`config.mk`:
```
export PLATFORM = sky130hd
export DESIGN_NAME = ata_pio_timer
export DESIGN_NICKNAME = d
export VERILOG_FILES = /design/src/rtl/ata_pio_timer.sv
export SDC_FILE = /design/constraint.sdc
export NUM_CORES = 1
export LEC_CHECK = 0
export CORE_MARGIN = 3
export CORE_UTILIZATION = 59
export CTS_CLUSTER_DIAMETER = 30
export CTS_CLUSTER_SIZE = 8
export DETAILED_ROUTE_END_ITERATION = 6
export PLACE_DENSITY = 0.82
export SETUP_SLACK_MARGIN = 0.3
export SYNTH_ARGS = -nofsm -noshare
export SYNTH_HDL_FRONTEND = slang
export SYNTH_SLANG_ARGS = --single-unit
export TNS_END_PERCENT = 10
```
`constraint.sdc`:
```
create_clock -name clk -period 4.6 [get_ports clk]
set_input_delay 0.69 -clock clk [delete_from_list [all_inputs] [get_ports clk]]
set_output_delay 0.69 -clock clk [all_outputs]
set_load 0.02 [all_outputs]
```
`src/rtl/ata_pio_timer.sv`:
```
module ata_pio_timer (
  input  logic       clk,
  input  logic       rst,
  input  logic       late_rev,
  input  logic       cfg_we,
  input  logic [2:0] cfg_sel,
  input  logic [7:0] cfg_wdata,
  output logic [7:0] cfg_rdata,
  input  logic       req,
  input  logic [1:0] req_drive,
  input  logic       req_write,
  input  logic       req_cmd,
  output logic       busy,
  output logic       addr_valid,
  output logic       rd_strobe,
  output logic       wr_strobe
);

  typedef enum logic [1:0] {IDLE, SETUP, ACT, REC} phase_t;

  logic [7:0] regs [0:7];
  phase_t     phase;
  logic [4:0] cnt, act_q, rec_q;
  logic       wr_q;

  always_ff @(posedge clk) begin
    if (rst) begin
      for (int i = 0; i < 8; i++) regs[i] <= 8'h00;
    end else if (cfg_we && cfg_sel != 3'd7) begin
      regs[cfg_sel] <= cfg_wdata;
    end
  end

  assign cfg_rdata = regs[cfg_sel];

  logic [2:0] base;
  logic [7:0] at_byte, rw_byte;
  assign base    = req_drive[1] ? 3'd4 : {1'b0, req_drive[0], 1'b0};
  assign at_byte = regs[base];
  assign rw_byte = req_cmd ? regs[6] : regs[base | 3'd1];

  logic [4:0] setup_len, act_enc, act_len, rec_enc, rec_fix, rec_len;

  always_comb begin
    case (at_byte[7:6])
      2'b00:   setup_len = 5'd4;
      2'b10:   setup_len = 5'd3;
      2'b01:   setup_len = 5'd2;
      default: setup_len = 5'd5;
    endcase
  end

  assign act_enc = (rw_byte[7:4] == 4'd0) ? 5'd16 : {1'b0, rw_byte[7:4]};
  assign act_len = (act_enc == 5'd1) ? 5'd2 : act_enc;
  assign rec_enc = (rw_byte[3:0] == 4'd0) ? 5'd16 : {1'b0, rw_byte[3:0]};
  assign rec_fix = (act_len > 5'd3 && rec_enc == 5'd1) ? 5'd2 : rec_enc;
  assign rec_len = rec_fix + {4'd0, late_rev};

  always_ff @(posedge clk) begin
    if (rst) begin
      phase <= IDLE;
      cnt   <= 5'd0;
      act_q <= 5'd0;
      rec_q <= 5'd0;
      wr_q  <= 1'b0;
    end else begin
      case (phase)
        IDLE: if (req) begin
          phase <= SETUP;
          cnt   <= setup_len - 5'd1;
          act_q <= act_len - 5'd1;
          rec_q <= rec_len - 5'd1;
          wr_q  <= req_write;
        end
        SETUP: if (cnt == 5'd0) begin
          phase <= ACT;
          cnt   <= act_q;
        end else cnt <= cnt - 5'd1;
        ACT: if (cnt == 5'd0) begin
          phase <= REC;
          cnt   <= rec_q;
        end else cnt <= cnt - 5'd1;
        default: if (cnt == 5'd0) phase <= IDLE;
                 else cnt <= cnt - 5'd1;
      endcase
    end
  end

  assign busy       = phase != IDLE;
  assign addr_valid = phase == SETUP || phase == ACT;
  assign rd_strobe  = phase == ACT && !wr_q;
  assign wr_strobe  = phase == ACT && wr_q;


  strobe_excl_chk: assert property (@(posedge clk) disable iff (rst)
    !(rd_strobe && wr_strobe));


  strobe_addr_chk: assert property (@(posedge clk) disable iff (rst)
    (rd_strobe || wr_strobe) |-> addr_valid);


  idle_quiet_chk: assert property (@(posedge clk) disable iff (rst)
    !busy |-> !(addr_valid || rd_strobe || wr_strobe));


  start_setup_chk: assert property (@(posedge clk) disable iff (rst)
    (req && !busy) |=> (busy && addr_valid && !rd_strobe && !wr_strobe));


  strobe_after_setup_chk: assert property (@(posedge clk) disable iff (rst)
    $rose(rd_strobe || wr_strobe) |-> $past(addr_valid));


  count_range_chk: assert property (@(posedge clk) disable iff (rst)
    cnt <= 5'd16);


  write_dir_chk: assert property (@(posedge clk) disable iff (rst)
    (req && !busy && req_write) |=> !rd_strobe);

endmodule

```
== Word level (Yosys, flattened, before mapping) ==
Memories as Yosys holds them, arrays and structs flattened.
Index checks and enable logic that the tools add are counted.
Word-level totals
  flip-flop bits (word level): 18
  memories: 1
  output and inout bits: 12
  logic and storage cells: 65
  memory bits (writable): 64
Operators by class
  add/subtract/negate cells: 5
  mux-type cells: 25
  reduce and logical (&&, ||, !) cells: 17
  magnitude comparators: 1
  eq/ne operators: 11
Memories
  regs: depth 8, width 8, read ports 4, clocked after memory_dff 0, wr ports 8, line 21  | logic [7:0] regs [0:7];
Operators with widths (number)
  $mux 5: 8
  $sub 5x1->5 const B: 4
  $mux 8: 2
  $pmux 5 s3: 1
  $eq 5x1->1 const B: 2
  $pmux 3 s3: 1
  $logic_not 4->1: 2
  $mux 2: 4
  $reduce_or 8->1: 1
  $mux 1: 6
  $mux 3: 2
  $ne 2x2->1 const B: 3
  $pmux 2 s3: 1
  $add 5x1->5: 1
  $gt 5x2->1 const B: 1
  $logic_not 5->1: 1
  $eq 2x1->1 const B: 2
  $eq 2x2->1 const B: 2
  $logic_and 1x1->1: 4
  $logic_not 2->1: 2
  $ne 4x1->1 const B: 1
  $reduce_and 2->1: 2
  $reduce_and 4->1: 1
  $reduce_bool 2->1: 2
  other kinds (3): 3

== Depth between registers and ports, before layout ==
An unclocked memory read counts as a cell.
  depth in word-level cells: 12
  mapped depth: 15
  mapped depth without buffers: 14

== Least setup slack after synthesis ==
No wires, ideal clock.
  path type: input -> register
  start: in req_drive[0]
  end: reg rec_q[3]
  arrival: 3637 ps
  path buffers: 1
  setup time: 74 ps
  slack: 889 ps
  stages: 15
  cells stage by stage: buf_4 mux2i_1 a211oi_1 inv_1 ha_1 or2_2 a2111oi_0 a2111oi_1 nor3_1 nand2b_1 ha_1 inv_1 a2111oi_0 o311ai_1 a31oi_1
On the way
  longest elaborated chain between the ends: 12
  elaborated cells between the ends (all ways): 15
  classes of those cells: 2 x add/sub; 1 x order compare; 2 x eq/ne; 6 x mux; 3 x reduce/logical; 1 x memory
RTL lines
  start: declaration: line 10  | input logic [1:0] req_drive,
  $mux 3 *: line 38  | assign base = req_drive[1] ? 3'd4 : {1'b0, req_drive[0], 1'b0};
  $mem_v2 8x8 *
  $mux 8 *: line 40  | assign rw_byte = req_cmd ? regs[6] : regs[base | 3'd1];
  $logic_not 4->1: line 53  | assign act_enc = (rw_byte[7:4] == 4'd0) ? 5'd16 : {1'b0, rw_byte[7:4]};
  $mux 5: line 53
  $eq 5x1->1: line 54  | assign act_len = (act_enc == 5'd1) ? 5'd2 : act_enc;
  $mux 5: line 54
  $gt 5x2->1: line 56  | assign rec_fix = (act_len > 5'd3 && rec_enc == 5'd1) ? 5'd2 : rec_enc;
  $logic_and 1x1->1: line 56
  $mux 5 *: line 56
  $add 5x1->5 *: line 57  | assign rec_len = rec_fix + {4'd0, late_rev};
  $sub 5x1->5 *: line 72  | rec_q <= rec_len - 5'd1;
  end signal: assignment: line 72
  end: declaration: line 23  | logic [4:0] cnt, act_q, rec_q;
Mark *: on every way between the ends. The rest lies on a longest branch, timed or not.
A chain may end at the register's enable or synchronous reset.

== Worst setup path in the final report ==
Same ends and word-level chain as after synthesis.

==> impl_metrics.yaml <==
synthesis:
  synth_xor_area_frac: 0.00385
  synth.largest_area_cell: "edfxtp_1"
  synth-seq-cells: 82
  ys_warn_count: 0
  synthTopCellsByArea: "edfxtp_1 (42%), and2_1 (8.7%), dfxtp_1 (7.9%)"
  synth_top_family_by_area: "simple AND/OR/NAND/NOR gates"
  synth-edff-count: 64
  ys_async_sr_fraction: 0
  synth_fa_ha_area_frac: 0.0385
  netlist_instances: 423
  synth_area_um2: 4550
  ys_types: 57
  synth_compound_area_frac: 0.146
  synth.mux.area_fraction: 0.0772
  yosys.area_share.simple: 0.197
  syn_area_per_cell_um2: 10.8
  yosys.area.top_type_share: 0.422
  synth-seq-area-share: 0.501
  synth_ff_type: "edfxtp_1"
final_layout:
  final_common_cell: "edfxtp_1"
  design_area_um2: 5230
  final_cell_mix: "edfxtp_1 (64), and2_1 (63), nor2_1 (31), clkdlybuf4s50_1 (31), o21ai_0 (24)"
  final_nets: 500
  drive_gt1_frac: 0.117
  num_antenna_cells: 0
  syn_to_final_growth_pct: 14.8
  n_fill_cell: 566
  layout.area.seq_um2: 2280
  stdcell_count: 570
  multi_input_area_um2: 2150
sta:
  drv_slew: 0
  max_slew_margin: 0.387
  fin_skew_ps: 7.98
  tightest_slew_ps: 913
  hold_violations: 0
  timing.fmax_mhz: 248
  setup_tns_ps: 0
  min_period_ps: 4030
  rsz0062_at_grt: "no"
  setup_slack_ps: 566
  setup_violations: 0
  fin_crit_sh: 0.877
floorplanning:
  start_util: 0.618
  die_h_um: 93.8
  core-area_um2: 7370
  fp.dieW_um: 93.8
  fp.dieArea_um2: 8810
  io_pins: 32
  rows: 31
clock_tree:
  cts_sinks: 82
  clk_latency_ps: 360
  cts_hold_buf: 0
  cts_buffers: 9
  path_clk_slew_ps: 80
  htreeDepth: 3
  clockRootBuffer: "clkbuf_8"
  postCtsSetupBuffers: 0
  cts_tree: "built"
  cts_buffer_depth: 2
critical_path:
  cp-end-kind: "register"
  crit_path_start_kind: "input pin"
  worstPathArrival_ps: 4320
  slowest_delay_ps: 530
  crit_required_ps: 4890
  slowest_stage: "clkdlybuf4s50_1"
  worst-path-buf-inv: 3
  worstPathMaxFanout: 4
  crit_chain: "clkdlybuf4s50_1 > mux2i_1 > a211oi_2 > inv_1 > ha_1 > or2_2 > a2111oi_1 > a2111oi_1 > nor3_1 > nand2b_1 > ha_1 > inv_1 > a2111oi_2 > o311ai_1 > a31oi_1"
  crit_family: "compound AO/OA/AOI/OAI gates"
  critPathKind: "in2reg"
power:
  seqPwrFrac: 0.441
  clock_power_share: 0.222
  vdd_ir_drop_max_mv: 0.216
  switchingPower_mw: 0.738
  pwr-share-comb: 0.337
  p_per_area_nw_per_um2: 409
  p_sw_frac: 0.346
  leakage_nw: 1.95
  internal_power_mw: 1.40
place:
  post-place-ws_ps: -59.8
  io_buffer_count: 31
  post-dp-hpwl_um: 7980
  gp_routability_congestion: 0.937
  place_area_um2: 5040
  dp_cells: 554
global_route:
  grt_pass1_wl_um: 17500
  grt_start_max_net_pins: 28
  track_usage: 0.263
  antenna_found_initial: 0
  grt_overflow_total: 0
  grt_pass1_vias: 3343
worst_hold_path:
  min_path_type: "reg2reg"
route:
  drc: 0
  wl_per_cell_um: 19.2
  wl_met1_um: 4500
  detail_route.vias_per_cell: 6.03
  wl_um: 10900
  postRouteAntennaNets: 0
  num_vias: 3439
  drtIter0Drc: 221
  wl_met2_um: 5630
  wl_met3_um: 570
  highest_layer: "met4"
  firstDrtPassIters: 4
job:
  drv_cap: 0
outcome:
  status: "complete, no violations"
-- area by class of cell --
cell class	count	share of cell area
clock buffer	11	0.0271
clock inverter	5	0.00599
inverter	20	0.0144
multi-input combinational	307	0.411
sequential	82	0.437
tap	99	0.0237
timing repair buffer	46	0.0809
-- logic make-up after synthesis --
| kind of cell | Yosys count |
|---|---|
| simple gates | 162 |
| fa+ha+maj | 14 |
| xor+xnor | 2 |
| mux | 29 |
| compound gates | 92 |
| buf+inv | 41 |
| other cells | 1 |
| flops | 82 |
-- metrics by stage --
step | total power [mW] | utilization | hold slack (ps)
after global routing | 2.25 | 0.709 | 503
after floorplan | 1.44 | - | 432
after global placement | 1.64 | 0.684 | 456
after detailed placement | 1.66 | 0.684 | 465
after CTS | 2.13 | 0.708 | 480
final | 2.13 | 0.709 | 473
-- repair_timing --
item                       CTS  global route
setup endpoints to repair    1             1
hold endpoints to repair     0             0
resized for setup            1             3
-- power groups by stage --
stage | clock (mW) | sequential [mW] | combinational, mW
6_report | 0.474 | 0.942 | 0.719
3_5_place_dp | 0 | 0.958 | 0.704
2_1_floorplan | 0 | 0.937 | 0.507
4_1_cts | 0.482 | 0.941 | 0.710
3_3_place_gp | 0 | 0.954 | 0.683
5_1_grt | 0.511 | 0.952 | 0.790
-- flip-flops by register name, indices dropped and copies added, names as in the netlist --
signal,flops
cnt,5
act_q,5
phase,2
rec_q,5
wr_q,1
regs,64
-- path summary, 6_finish.rpt --
path / slack [ps] / endpoint / start / depth (start not counted)
worst max-delay path: 570 / rec_q[3]$_SDFFE_PP0P_ / req_drive[0] / 15
worst min-delay path: 470 / act_q[1]$_SDFFE_PP0P_ / act_q[1]$_SDFFE_PP0P_ / 2
worst max register to register: 1090 / rec_q[3]$_SDFFE_PP0P_ / regs[3][5]$_SDFFCE_PN0P_ / 14
worst min register to register: 470 / act_q[1]$_SDFFE_PP0P_ / act_q[1]$_SDFFE_PP0P_ / 2
-- synth_stat cells (2+ instances only) --
cell type / number
o41ai_1: 3
nor4b_1: 2
ha_1: 14
a221o_1: 2
edfxtp_1: 64
inv_1: 20
nor3_1: 9
mux2_2: 9
nor2b_1: 8
o311ai_0: 2
xnor2_1: 2
nor3b_1: 6
clkbuf_1: 16
nor2_1: 31
o32ai_1: 3
o22ai_1: 2
o31a_1: 2
a22oi_1: 5
dfxtp_1: 18
or2_2: 4
a21oi_1: 13
a211oi_1: 9
o21ai_0: 24
and2_1: 63
mux2i_1: 16
nand2b_1: 4
a221oi_1: 8
a2111oi_0: 2
buf_2: 3
a32o_1: 2
and3_1: 2
nand2_1: 20
mux4_2: 4
a31oi_1: 2
nand3_1: 7
-- worst reg2reg max path, stage by stage (launching register included) --
cell and delay [ps]:
edfxtp_1 360, mux2i_1 160, a211oi_2 380, inv_1 130
ha_1 230, or2_2 290, a2111oi_1 320, a2111oi_1 190
nor3_1 280, nand2b_1 140, ha_1 160, inv_1 60
a2111oi_2 390, o311ai_1 160, a31oi_1 170
-- routing by layer --
layer	vias to the layer above	global-route usage
li1	1633	-
met1	1673	0.330
met2	119	0.459
met3	14	0.0457
met4	0	0.0890
met5	-	0
Power figures use the tool's default switching activity.
